$ cat src/rtl/gpio_pkg.sv
package gpio_pkg;
  // word index of each control register inside the control page
  localparam int unsigned IDX_DIR   = 0;
  localparam int unsigned IDX_SENSE = 1;
  localparam int unsigned IDX_BOTH  = 2;
  localparam int unsigned IDX_EVT   = 3;
  localparam int unsigned IDX_IEN   = 4;
  localparam int unsigned IDX_RAW   = 5;
  localparam int unsigned IDX_MSK   = 6;
  localparam int unsigned IDX_CLR   = 7;
  localparam int unsigned IDX_MODE  = 8;
endpackage

$ cat src/rtl/gpio_sync.sv
module gpio_sync #(
  parameter int W = 8
) (
  input  logic         clk,
  input  logic         rst_n,
  input  logic [W-1:0] d,
  output logic [W-1:0] q
);
  logic [W-1:0] s1_q;
  logic [W-1:0] s2_q;

  always_ff @(posedge clk or negedge rst_n) begin
    if (!rst_n) begin
      s1_q <= '0;
      s2_q <= '0;
    end else begin
      s1_q <= d;
      s2_q <= s1_q;
    end
  end

  assign q = s2_q;
endmodule

$ cat src/rtl/gpio_pinmux.sv
module gpio_pinmux #(
  parameter int W = 8
) (
  input  logic [W-1:0] mode,
  input  logic [W-1:0] dir,
  input  logic [W-1:0] dout,
  input  logic [W-1:0] hw_dout,
  output logic [W-1:0] pin_out,
  output logic [W-1:0] pin_oe
);
  for (genvar i = 0; i < W; i++) begin : g_pin
    assign pin_out[i] = mode[i] ? hw_dout[i] : dout[i];
    assign pin_oe[i]  = dir[i];
  end
endmodule

$ cat src/rtl/gpio_irq.sv
module gpio_irq #(
  parameter int W = 8
) (
  input  logic         clk,
  input  logic         rst_n,
  input  logic [W-1:0] lvl,
  input  logic [W-1:0] sense,
  input  logic [W-1:0] both,
  input  logic [W-1:0] evt,
  input  logic [W-1:0] clr,
  output logic [W-1:0] raw
);
  logic [W-1:0] prev_q;
  logic [W-1:0] flag_q;
  logic [W-1:0] flag_n;
  logic [W-1:0] rise;
  logic [W-1:0] fall;
  logic [W-1:0] hit;
  logic [W-1:0] lvl_hit;

  always_comb begin
    rise    = lvl & ~prev_q;
    fall    = ~lvl & prev_q;
    hit     = ~sense & ((both & (rise | fall)) |
                        (~both & evt & rise) |
                        (~both & ~evt & fall));
    lvl_hit = sense & ~(lvl ^ evt);
    flag_n  = (flag_q & ~clr) | hit;   // a new edge wins over a clear
    raw     = lvl_hit | (~sense & flag_q);
  end

  always_ff @(posedge clk or negedge rst_n) begin
    if (!rst_n) begin
      prev_q <= '0;
      flag_q <= '0;
    end else begin
      prev_q <= lvl;
      flag_q <= flag_n;
    end
  end

  // a flag only drops when its clear bit was written
  assert_flag_sticky_R7: assert property (@(posedge clk) disable iff (!rst_n)
    ((($past(flag_q) & ~$past(clr)) & ~flag_q) == '0));

  // a flag only rises after the synchronized input changed
  assert_flag_needs_edge_R6: assert property (@(posedge clk) disable iff (!rst_n)
    ((flag_q & ~$past(flag_q)) != '0) |-> ($past(lvl) != $past(prev_q)));
endmodule

$ cat src/rtl/gpio_masked.sv
module gpio_masked #(
  parameter int NPINS  = 8,
  parameter int ADDR_W = 12
) (
  input  logic              pclk,
  input  logic              presetn,
  input  logic              psel,
  input  logic              penable,
  input  logic              pwrite,
  input  logic [ADDR_W-1:0] paddr,
  input  logic [NPINS-1:0]  pwdata,
  output logic [NPINS-1:0]  prdata,
  input  logic [NPINS-1:0]  pin_in,
  output logic [NPINS-1:0]  pin_out,
  output logic [NPINS-1:0]  pin_oe,
  input  logic [NPINS-1:0]  hw_dout,
  output logic [NPINS-1:0]  hw_din,
  output logic              irq
);
  import gpio_pkg::*;

  localparam int DATA_AW = NPINS + 2;         // data window spans 1<<DATA_AW bytes
  localparam int PAGE_W  = ADDR_W - DATA_AW;

  // reset: asserted asynchronously, released on the clock
  logic [1:0] rst_q;
  logic       rst_n;
  always_ff @(posedge pclk or negedge presetn) begin
    if (!presetn) rst_q <= 2'b00;
    else          rst_q <= {rst_q[0], 1'b1};
  end
  assign rst_n = rst_q[1];

  // address decode
  logic             aligned, in_data, in_ctrl, wr_en, rd_en;
  logic [NPINS-1:0] mask;
  logic [NPINS-1:0] cidx;
  logic sel_dir, sel_sense, sel_both, sel_evt, sel_ien, sel_clr, sel_mode;
  logic sel_raw, sel_msk;

  always_comb begin
    aligned   = (paddr[1:0] == 2'b00);
    in_data   = aligned && (paddr[ADDR_W-1:DATA_AW] == '0);
    in_ctrl   = aligned && (paddr[ADDR_W-1:DATA_AW] == PAGE_W'(1));
    mask      = paddr[DATA_AW-1:2];
    cidx      = paddr[DATA_AW-1:2];
    wr_en     = psel && penable && pwrite;
    rd_en     = psel && !pwrite;
    sel_dir   = in_ctrl && (cidx == NPINS'(IDX_DIR));
    sel_sense = in_ctrl && (cidx == NPINS'(IDX_SENSE));
    sel_both  = in_ctrl && (cidx == NPINS'(IDX_BOTH));
    sel_evt   = in_ctrl && (cidx == NPINS'(IDX_EVT));
    sel_ien   = in_ctrl && (cidx == NPINS'(IDX_IEN));
    sel_raw   = in_ctrl && (cidx == NPINS'(IDX_RAW));
    sel_msk   = in_ctrl && (cidx == NPINS'(IDX_MSK));
    sel_clr   = in_ctrl && (cidx == NPINS'(IDX_CLR));
    sel_mode  = in_ctrl && (cidx == NPINS'(IDX_MODE));
  end

  // configuration registers
  logic [NPINS-1:0] dir_q, sense_q, both_q, evt_q, ien_q, mode_q, dout_q;
  logic [NPINS-1:0] dir_n, sense_n, both_n, evt_n, ien_n, mode_n, dout_n;
  logic [NPINS-1:0] clr;

  always_comb begin
    dir_n   = dir_q;
    sense_n = sense_q;
    both_n  = both_q;
    evt_n   = evt_q;
    ien_n   = ien_q;
    mode_n  = mode_q;
    dout_n  = dout_q;
    clr     = '0;
    if (wr_en) begin
      if (in_data)   dout_n  = (dout_q & ~mask) | (pwdata & mask);
      if (sel_dir)   dir_n   = pwdata;
      if (sel_sense) sense_n = pwdata;
      if (sel_both)  both_n  = pwdata;
      if (sel_evt)   evt_n   = pwdata;
      if (sel_ien)   ien_n   = pwdata;
      if (sel_mode)  mode_n  = pwdata;
      if (sel_clr)   clr     = pwdata;
    end
  end

  always_ff @(posedge pclk or negedge rst_n) begin
    if (!rst_n) begin
      dir_q   <= '0;
      sense_q <= '0;
      both_q  <= '0;
      evt_q   <= '0;
      ien_q   <= '0;
      mode_q  <= '0;
      dout_q  <= '0;
    end else if (wr_en) begin
      dir_q   <= dir_n;
      sense_q <= sense_n;
      both_q  <= both_n;
      evt_q   <= evt_n;
      ien_q   <= ien_n;
      mode_q  <= mode_n;
      dout_q  <= dout_n;
    end
  end

  // pad input path, detection and pin routing
  logic [NPINS-1:0] pad_s;
  logic [NPINS-1:0] raw;
  logic [NPINS-1:0] msk;

  gpio_sync #(.W(NPINS)) u_sync (
    .clk(pclk), .rst_n(rst_n), .d(pin_in), .q(pad_s)
  );

  gpio_irq #(.W(NPINS)) u_irq (
    .clk(pclk), .rst_n(rst_n), .lvl(pad_s), .sense(sense_q),
    .both(both_q), .evt(evt_q), .clr(clr), .raw(raw)
  );

  gpio_pinmux #(.W(NPINS)) u_mux (
    .mode(mode_q), .dir(dir_q), .dout(dout_q), .hw_dout(hw_dout),
    .pin_out(pin_out), .pin_oe(pin_oe)
  );

  assign msk    = raw & ien_q;
  assign irq    = |msk;
  assign hw_din = pad_s;

  // read path
  logic [NPINS-1:0] view;
  always_comb begin
    view   = (dir_q & dout_q) | (~dir_q & pad_s);
    prdata = '0;
    if (rd_en) begin
      if (in_data)        prdata = view & mask;
      else if (sel_dir)   prdata = dir_q;
      else if (sel_sense) prdata = sense_q;
      else if (sel_both)  prdata = both_q;
      else if (sel_evt)   prdata = evt_q;
      else if (sel_ien)   prdata = ien_q;
      else if (sel_raw)   prdata = raw;
      else if (sel_msk)   prdata = msk;
      else if (sel_mode)  prdata = mode_q;
    end
  end

  // a data write leaves unselected output bits as they were
  assert_write_keeps_unmasked_R4: assert property (@(posedge pclk) disable iff (!rst_n)
    (wr_en && in_data) |=> ((dout_q & ~$past(mask)) == ($past(dout_q) & ~$past(mask))));

  // unselected bits of a data read are zero
  assert_read_unmasked_zero_R3: assert property (@(posedge pclk) disable iff (!rst_n)
    (rd_en && in_data) |-> ((prdata & ~mask) == '0));

  // no interrupt without an enable bit
  assert_irq_needs_enable_R9: assert property (@(posedge pclk) disable iff (!rst_n)
    irq |-> (ien_q != '0));

  // reads outside the data window and outside the control page are zero
  assert_outside_reads_zero_R10: assert property (@(posedge pclk) disable iff (!rst_n)
    (rd_en && !in_data && !in_ctrl) |-> (prdata == '0));
endmodule

$ cat config.mk
export PLATFORM = sky130hd
export DESIGN_NAME = gpio_masked
export DESIGN_NICKNAME = d
export VERILOG_FILES = /design/src/rtl/gpio_pkg.sv /design/src/rtl/gpio_sync.sv /design/src/rtl/gpio_pinmux.sv /design/src/rtl/gpio_irq.sv /design/src/rtl/gpio_masked.sv
export SDC_FILE = /design/constraint.sdc
export NUM_CORES = 1
export LEC_CHECK = 0
export BUFFER_PORTS_ARGS = -buffer_cell sky130_fd_sc_hd__buf_4
export CORE_MARGIN = 2
export CORE_UTILIZATION = 25
export DETAILED_ROUTE_END_ITERATION = 8
export GPL_ROUTABILITY_DRIVEN = 0
export GPL_TIMING_DRIVEN = 0
export PLACE_DENSITY_LB_ADDON = 0.08
export SLEW_MARGIN = 5
export SYNTH_ARGS = -nofsm -noshare
export SYNTH_HDL_FRONTEND = slang
export SYNTH_HIERARCHICAL = 1
export SYNTH_SLANG_ARGS = --single-unit
export TNS_END_PERCENT = 10
$ cat constraint.sdc
create_clock -name pclk -period 4.3 [get_ports pclk]
set_input_delay 0.43 -clock pclk [delete_from_list [all_inputs] [get_ports pclk]]
set_output_delay 0.43 -clock pclk [all_outputs]
set_load 0.1 [all_outputs]
==> results of run 1 <==
## metrics by stage
stage          utilization  area [um2]  cells  hold WS (ps)  power (mW)
2_1_floorplan            -        5010    450           134        1.07
3_3_place_gp         0.302        5890    788           213        1.17
3_5_place_dp         0.303        5920    789           215        1.17
4_1_cts              0.320        6250    806           173        2.05
5_1_grt              0.320        6250    806           161        2.11
6_report             0.320        6250    806           184        2.02
## report_power, final
group | total (mW) | leakage (nW) | internal, mW | switching (mW)
combinational | 0.265 | 1.61 | 0.0909 | 0.174
sequential | 0.890 | 1.15 | 0.866 | 0.0239
clock | 0.865 | 0.156 | 0.524 | 0.341
## cells in the mapped netlist (8+ instances only)
cell type and number:
sky130_fd_sc_hd__o21ai_0 11, sky130_fd_sc_hd__nand2_1 22, sky130_fd_sc_hd__nor3_1 9, sky130_fd_sc_hd__mux2_1 12, sky130_fd_sc_hd__mux2_2 60, sky130_fd_sc_hd__xnor2_1 8, sky130_fd_sc_hd__ha_1 16, sky130_fd_sc_hd__a21oi_1 27
sky130_fd_sc_hd__nand3b_1 15, sky130_fd_sc_hd__inv_1 31, sky130_fd_sc_hd__mux2_4 8, sky130_fd_sc_hd__a22oi_1 11, sky130_fd_sc_hd__buf_4 8, sky130_fd_sc_hd__dfrtp_1 90, sky130_fd_sc_hd__and2_1 8, sky130_fd_sc_hd__clkbuf_1 10
sky130_fd_sc_hd__o21ai_1 21, sky130_fd_sc_hd__nor2_1 9
## final cells by class
cell class,instances,share of cell area
multi-input combinational,305,0.402
sequential,90,0.361
timing repair buffer,75,0.0936
tap,265,0.0530
clock buffer,11,0.0388
buffer,24,0.0210
inverter,31,0.0186
clock inverter,5,0.0124
## kinds of logic (layout without fill, tap and decap cells)
family | Yosys count | after routing | share of synthesized area
AND/OR/NAND/NOR | 99 | 99 | 0.133
AO/OA/AOI/OAI | 95 | 95 | 0.115
flip-flops | 90 | 90 | 0.450
multiplexers | 86 | 86 | 0.198
buffers and inverters | 55 | 146 | 0.0495
adder cells (fa/ha/maj) | 16 | 16 | 0.0400
XOR/XNOR | 8 | 8 | 0.0140
other | 1 | 1 | 0.000749
## routing by layer
metal | GRT usage | share of wire | vias to the layer above
met5 | 0 | 0 | -
met4 | 0.0534 | 0.026 | 0
met3 | 0.0376 | 0.046 | 21
met2 | 0.223 | 0.44 | 92
met1 | 0.210 | 0.49 | 1869
li1 | - | - | 1789
## worst reg2reg max path, stage by stage, from the launching register on
cell                      delay, ps
sky130_fd_sc_hd__dfrtp_1        450
sky130_fd_sc_hd__inv_1           80
sky130_fd_sc_hd__ha_1           200
sky130_fd_sc_hd__mux2_1         290
sky130_fd_sc_hd__o21ai_1        110
sky130_fd_sc_hd__o21ai_1         80
## flip-flops by register name (all words and copies together) (netlist names), named ones only
name,count
mode_q,8
ien_q,8
u_sync/s1_q,8
evt_q,8
dir_q,8
both_q,8
u_sync/q,8
u_irq/flag_q,8
u_irq/prev_q,8
sense_q,8
rst_q,2
## worst paths after layout
path / endpoint / slack [ps] / cells after the start
max: prdata[4] / 1070 / 9
min reg2reg: asynchronous set/reset pin / 350 / 0
max reg2reg: u_irq/flag_q[7] / 2970 / 5
min: u_sync/s1_q[0] / 180 / 1
max in group asynchronous: u_irq/flag_q[2] / 3290 / 1
min in group asynchronous: asynchronous set/reset pin / 350 / 0
==> impl_metrics.sql, run 1 <==
INSERT INTO impl_metrics (metric_group, metric, value, unit) VALUES
('logic_synthesis', 'synth_edf_count', '0', ''),
('sta', 'hold_violations', '0', ''),
('status', 'run_status', 'finished clean', ''),
('detailed_routing', 'wl_per_cell', '19.1', 'um'),
('finish', 'seqCellArea', '0.00226', 'mm2'),
('critical_path', 'cp-start-kind', 'primary input', ''),
('sta', 'clock_skew', '7.72', 'ps'),
('critical_path', 'crit_path_cell_trace', 'buf_4 > buf_2 > buf_2 > clkbuf_1 > a21oi_1 > nor2_1 > o21ai_0 > a211oi_1 > buf_4', ''),
('detailed_routing', 'drtPass1Iterations', '4', ''),
('critical_path', 'cp.arrival', '2800', 'ps'),
('die', 'die-width', '146', 'um'),
('sta', 'tightest_slew', '1200', 'ps'),
('critical_path', 'crit_path_start', 'paddr[2]', ''),
('logic_synthesis', 'netlist-cell-type-count', '54', ''),
('detailed_routing', 'totalWireLength', '15.4', 'mm'),
('clock_tree', 'cts_tree', 'done', ''),
('die', 'num_io_pins', '74', ''),
('sta', 'rsz0062_at_grt', 'no', ''),
('sta', 'layout_worst_path_cycle_share', '0.751', ''),
('sta', 'finalCriticalPeriod', '3230', 'ps'),
('clock_tree', 'tritoncts.num_buffers', '9', ''),
('power_and_ir_drop', 'vdd_ir_drop_max', '0.000169', 'V'),
('clock_tree', 'postCtsSetupRepairBufs', '0', ''),
('logic_synthesis', 'synth_sequential_area_ratio', '0.450', ''),
('power_and_ir_drop', 'power.density', '323', 'mW/mm2'),
('min_path', 'min-delay-start', 'pin_in[0]', ''),
('critical_path', 'critical_path_buf_inv_count', '5', ''),
('clock_tree', 'cts.repair.resized', '0', ''),
('logic_synthesis', 'ys_warn_count', '6', ''),
('detailed_routing', 'via_density_per_instance', '4.68', ''),
('die', 'initial_core_util', '0.256', ''),
('detailed_routing', 'detail_route.drc_violations', '0', ''),
('placement', 'preCtsSetupSlack', '1030', 'ps'),
('detailed_routing', 'routed-via-count', '3771', ''),
('clock_tree', 'clock_latency_of_the_later_clocked_register_in_the_worst_skew_pair', '350', 'ps'),
('critical_path', 'crit_path_top_delay_cell', 'sky130_fd_sc_hd__clkbuf_1', ''),
('finish', 'layout-area-overhead-vs-synth', '24.9', '%'),
('die', 'fp.dieH', '146', 'um'),
('finish', 'final.fill_count', '2057', ''),
('logic_synthesis', 'post_synth.cell_area_avg', '11.1', 'um2'),
('logic_synthesis', 'synthDominantAreaCellType', 'sky130_fd_sc_hd__dfrtp_1', ''),
('min_path', 'worstHoldPathType', 'in2reg', ''),
('die', 'die-area', '0.0212', 'mm2'),
('die', 'rows', '51', ''),
('finish', 'final_common_cell', 'sky130_fd_sc_hd__dfrtp_1', ''),
('logic_synthesis', 'post_synthesis_net_count', '507', ''),
('global_routing', 'first_global_vias', '3909', ''),
('sta', 'setup_slack_after_layout', '1070', 'ps'),
('global_routing', 'initial_antenna_violation_count', '0', ''),
('logic_synthesis', 'netlist_top_cells_area', 'sky130_fd_sc_hd__dfrtp_1 (45%), sky130_fd_sc_hd__mux2_2 (13%), sky130_fd_sc_hd__ha_1 (4.0%)', ''),
('critical_path', 'crit_type', 'in2out', ''),
('critical_path', 'path_max_fanout', '10', ''),
('finish', 'multi_input_comb_area', '0.00251', 'mm2'),
('sta', 'slew_headroom', '0.200', ''),
('logic_synthesis', 'ff_latch_count_synth', '90', ''),
('finish', 'finish.net_count', '593', ''),
('logic_synthesis', 'share_of_the_synthesized_area_in_the_top_cell_type', '0.450', ''),
('clock_tree', 'holdBufCountCts', '1', ''),
('placement', 'port_buffers', '73', ''),
('finish', 'antenna_cells', '0', ''),
('sta', 'fmaxAchievable', '309', 'MHz'),
('clock_tree', 'htreeDepth', '3', ''),
('die', 'coreArea', '0.0195', 'mm2'),
('power_and_ir_drop', 'leakage', '2.92', 'nW'),
('placement', 'dp_hpwl', '10.7', 'mm'),
('detailed_routing', 'ant_nets', '0', ''),
('global_routing', 'overall_fraction_of_global_route_tracks_in_use', '0.150', ''),
('critical_path', 'r2r-start', 'u_sync/q[7]', ''),
('sta', 'drv_slew', '0', ''),
('global_routing', 'grt_overflow', '0', ''),
('detailed_routing', 'drt_first_iter_violations', '174', '');
Power figures use the tool's default switching activity.
==> run 2: changes to the inputs <==
==> constraint.sdc (replaced) <==
create_clock -name pclk -period 2.7 [get_ports pclk]
set_input_delay 0.27 -clock pclk [delete_from_list [all_inputs] [get_ports pclk]]
set_output_delay 0.27 -clock pclk [all_outputs]
set_load 0.1 [all_outputs]
==> run 2 against run 1 <==
Via count down 1.1%. Sequential share of layout area decreased by 0.43 points. First-iteration DRC count up 4.6%. Worst setup slack got worse by 960 ps. Core utilization is 0.42 points higher. Global-route usage up 0.38 points. Clock power up 48%. Critical path type unchanged. Highest routed layer unchanged.
==> impl_metrics.sql, run 2 (synthesis gave the netlist of run 1 again) <==
INSERT INTO impl_metrics (metric_group, metric, value, unit) VALUES
('status', 'run_status', 'finished clean', ''),
('finish', 'layout-area-overhead-vs-synth', '26.6', '%'),
('power_and_ir_drop', 'power.density', '494', 'mW/mm2'),
('detailed_routing', 'drtPass1Iterations', '4', ''),
('finish', 'final.fill_count', '2042', ''),
('finish', 'antenna_cells', '0', ''),
('detailed_routing', 'wl_per_cell', '19.5', 'um'),
('sta', 'drv_slew', '0', ''),
('global_routing', 'first_global_vias', '3902', ''),
('placement', 'dp_hpwl', '10.8', 'mm'),
('critical_path', 'crit_path_start', 'paddr[3]', ''),
('critical_path', 'critical_path_buf_inv_count', '3', ''),
('critical_path', 'path_max_fanout', '10', ''),
('sta', 'fmaxAchievable', '386', 'MHz'),
('critical_path', 'crit_path_cell_trace', 'buf_4 > or3_1 > buf_6 > or4b_4 > o21ai_1 > nand2_1 > a211oi_4 > buf_8', ''),
('clock_tree', 'clock_latency_of_the_later_clocked_register_in_the_worst_skew_pair', '350', 'ps'),
('flow_run', 'max_cap_viol', '0', ''),
('critical_path', 'cp.arrival', '2320', 'ps'),
('finish', 'final_common_cell', 'sky130_fd_sc_hd__dfrtp_1', ''),
('sta', 'clock_skew', '5.11', 'ps'),
('clock_tree', 'clk_transition_reported_paths', '70', 'ps'),
('detailed_routing', 'via_density_per_instance', '4.62', ''),
('clock_tree', 'clock_buffer_depth', '2', ''),
('detailed_routing', 'routed.top_layer', 'met4', ''),
('die', 'fp.dieH', '146', 'um'),
('critical_path', 'timing.critical_path.slowest_cell_delay', '580', 'ps'),
('sta', 'layout_worst_path_cycle_share', '0.960', ''),
('detailed_routing', 'drt_first_iter_violations', '182', ''),
('die', 'rows', '51', ''),
('finish', 'layout_common_cells', 'sky130_fd_sc_hd__dfrtp_1 (87), sky130_fd_sc_hd__buf_4 (78), sky130_fd_sc_hd__mux2_2 (60)', ''),
('placement', 'preCtsSetupSlack', '-488', 'ps'),
('die', 'die-area', '0.0212', 'mm2'),
('detailed_routing', 'routed-wl-met2', '7.31', 'mm'),
('critical_path', 'cp-start-kind', 'primary input', ''),
('global_routing', 'grt_pass1_wl', '24.4', 'mm'),
('sta', 'setup_violations', '0', ''),
('die', 'die-width', '146', 'um'),
('critical_path', 'reg2reg_setup_slack', '1410', 'ps'),
('sta', 'tightest_slew', '1230', 'ps'),
('critical_path', 'endpoint_kind', 'output port', ''),
('critical_path', 'crit_type', 'in2out', ''),
('finish', 'seqCellArea', '0.00226', 'mm2'),
('die', 'num_io_pins', '74', ''),
('finish', 'multi_input_comb_area', '0.00259', 'mm2'),
('detailed_routing', 'routed-via-count', '3728', ''),
('clock_tree', 'cts-root-buf', 'sky130_fd_sc_hd__clkbuf_16', ''),
('critical_path', 'worstRegToRegCells', '5', ''),
('critical_path', 'r2r-start', 'u_sync/q[7]', ''),
('global_routing', 'grt_max_degree', '47', ''),
('sta', 'finalCriticalPeriod', '2590', 'ps'),
('detailed_routing', 'm1WireLength', '7.32', 'mm'),
('critical_path', 'cp_data_required_time', '2430', 'ps'),
('critical_path', 'crit_cells', '8', ''),
('clock_tree', 'cts_sinks', '90', ''),
('finish', 'fraction_of_layout_instances_using_a_drive_strength_above_1', '0.360', ''),
('critical_path', 'rr_endpoint', 'u_irq/flag_q[7]', ''),
('clock_tree', 'cts_tree', 'done', ''),
('global_routing', 'grt_overflow', '0', ''),
('min_path', 'worstHoldPathType', 'in2reg', ''),
('power_and_ir_drop', 'leakage', '2.95', 'nW'),
('die', 'initial_core_util', '0.256', ''),
('sta', 'setup_tns', '0', 'ps'),
('clock_tree', 'tritoncts.num_buffers', '9', ''),
('die', 'coreArea', '0.0195', 'mm2'),
('critical_path', 'cp-endpoint', 'prdata[4]', ''),
('detailed_routing', 'totalWireLength', '15.7', 'mm'),
('critical_path', 'crit_path_top_delay_cell', 'sky130_fd_sc_hd__or4b_4', ''),
('global_routing', 'overall_fraction_of_global_route_tracks_in_use', '0.153', ''),
('critical_path', 'cpLargestDelayFamily', 'simple AND/OR/NAND/NOR gates', ''),
('sta', 'rsz0062_at_grt', 'no', ''),
('finish', 'finish.net_count', '594', ''),
('placement', 'port_buffers', '73', ''),
('detailed_routing', 'ant_nets', '0', ''),
('sta', 'hold_violations', '0', ''),
('sta', 'setup_slack_after_layout', '108', 'ps'),
('power_and_ir_drop', 'vdd_ir_drop_max', '0.000289', 'V'),
('detailed_routing', 'detail_route.drc_violations', '0', ''),
('clock_tree', 'htreeDepth', '3', ''),
('sta', 'slew_headroom', '0.179', ''),
('detailed_routing', 'met3RoutedLength', '791', 'um'),
('global_routing', 'initial_antenna_violation_count', '0', '');
==> run 2: worst min-delay path by stage <==
stage          slack (ps)       from             end  cells after the start
2_1_floorplan         -30    presetn        rst_q[0]                      0
3_3_place_gp           50    presetn        rst_q[0]                      1
3_5_place_dp           50    presetn        rst_q[0]                      1
4_1_cts                 8  pin_in[7]  u_sync/s1_q[7]                      1
5_1_grt                 2  pin_in[6]  u_sync/s1_q[6]                      1
6_report               20  pin_in[7]  u_sync/s1_q[7]                      1
==> run 2: repair_timing <==
action	4_1_cts	5_1_grt
endpoints found under the hold margin	2	0
hold buffers	1	0
setup buffers	1	0
pin swaps	1	0
setup endpoints to repair	12	8
resized for setup	1	10
==> run 2: layer usage <==
layer	vias to the layer above	GRT usage
met5	-	0
met4	0	0.0446
met2	85	0.245
met1	1841	0.207
li1	1787	-
met3	15	0.0376
==> run 2: metrics by stage <==
stage               utilization  hold WS (ps)  cell area (um2)  total power, mW  cells
floorplan                     -         -25.6             5090             1.71    450
global placement          0.306          53.1             5970             1.87    788
detailed placement        0.307          53.5             6000             1.88    789
CTS                       0.323          7.65             6320             3.19    807
global route              0.325          2.01             6340             3.27    807
finish                    0.325          19.6             6340             3.13    807
==> run 2: final cells by class <==
type,count,area share
Inverter,31,0.0184
Clock buffer,12,0.0389
Multi-Input combinational cell,305,0.408
Sequential cell,90,0.356
Timing Repair Buffer,76,0.0965
Buffer,24,0.0213
Clock inverter,4,0.00809
Tap cell,265,0.0523
==> run 2: where the power goes <==
part / internal [mW] / leakage, nW / switching [mW] / total, mW
clock: 0.744 / 0.143 / 0.538 / 1.28
combinational: 0.147 / 1.66 / 0.283 / 0.430
sequential: 1.38 / 1.15 / 0.0383 / 1.42
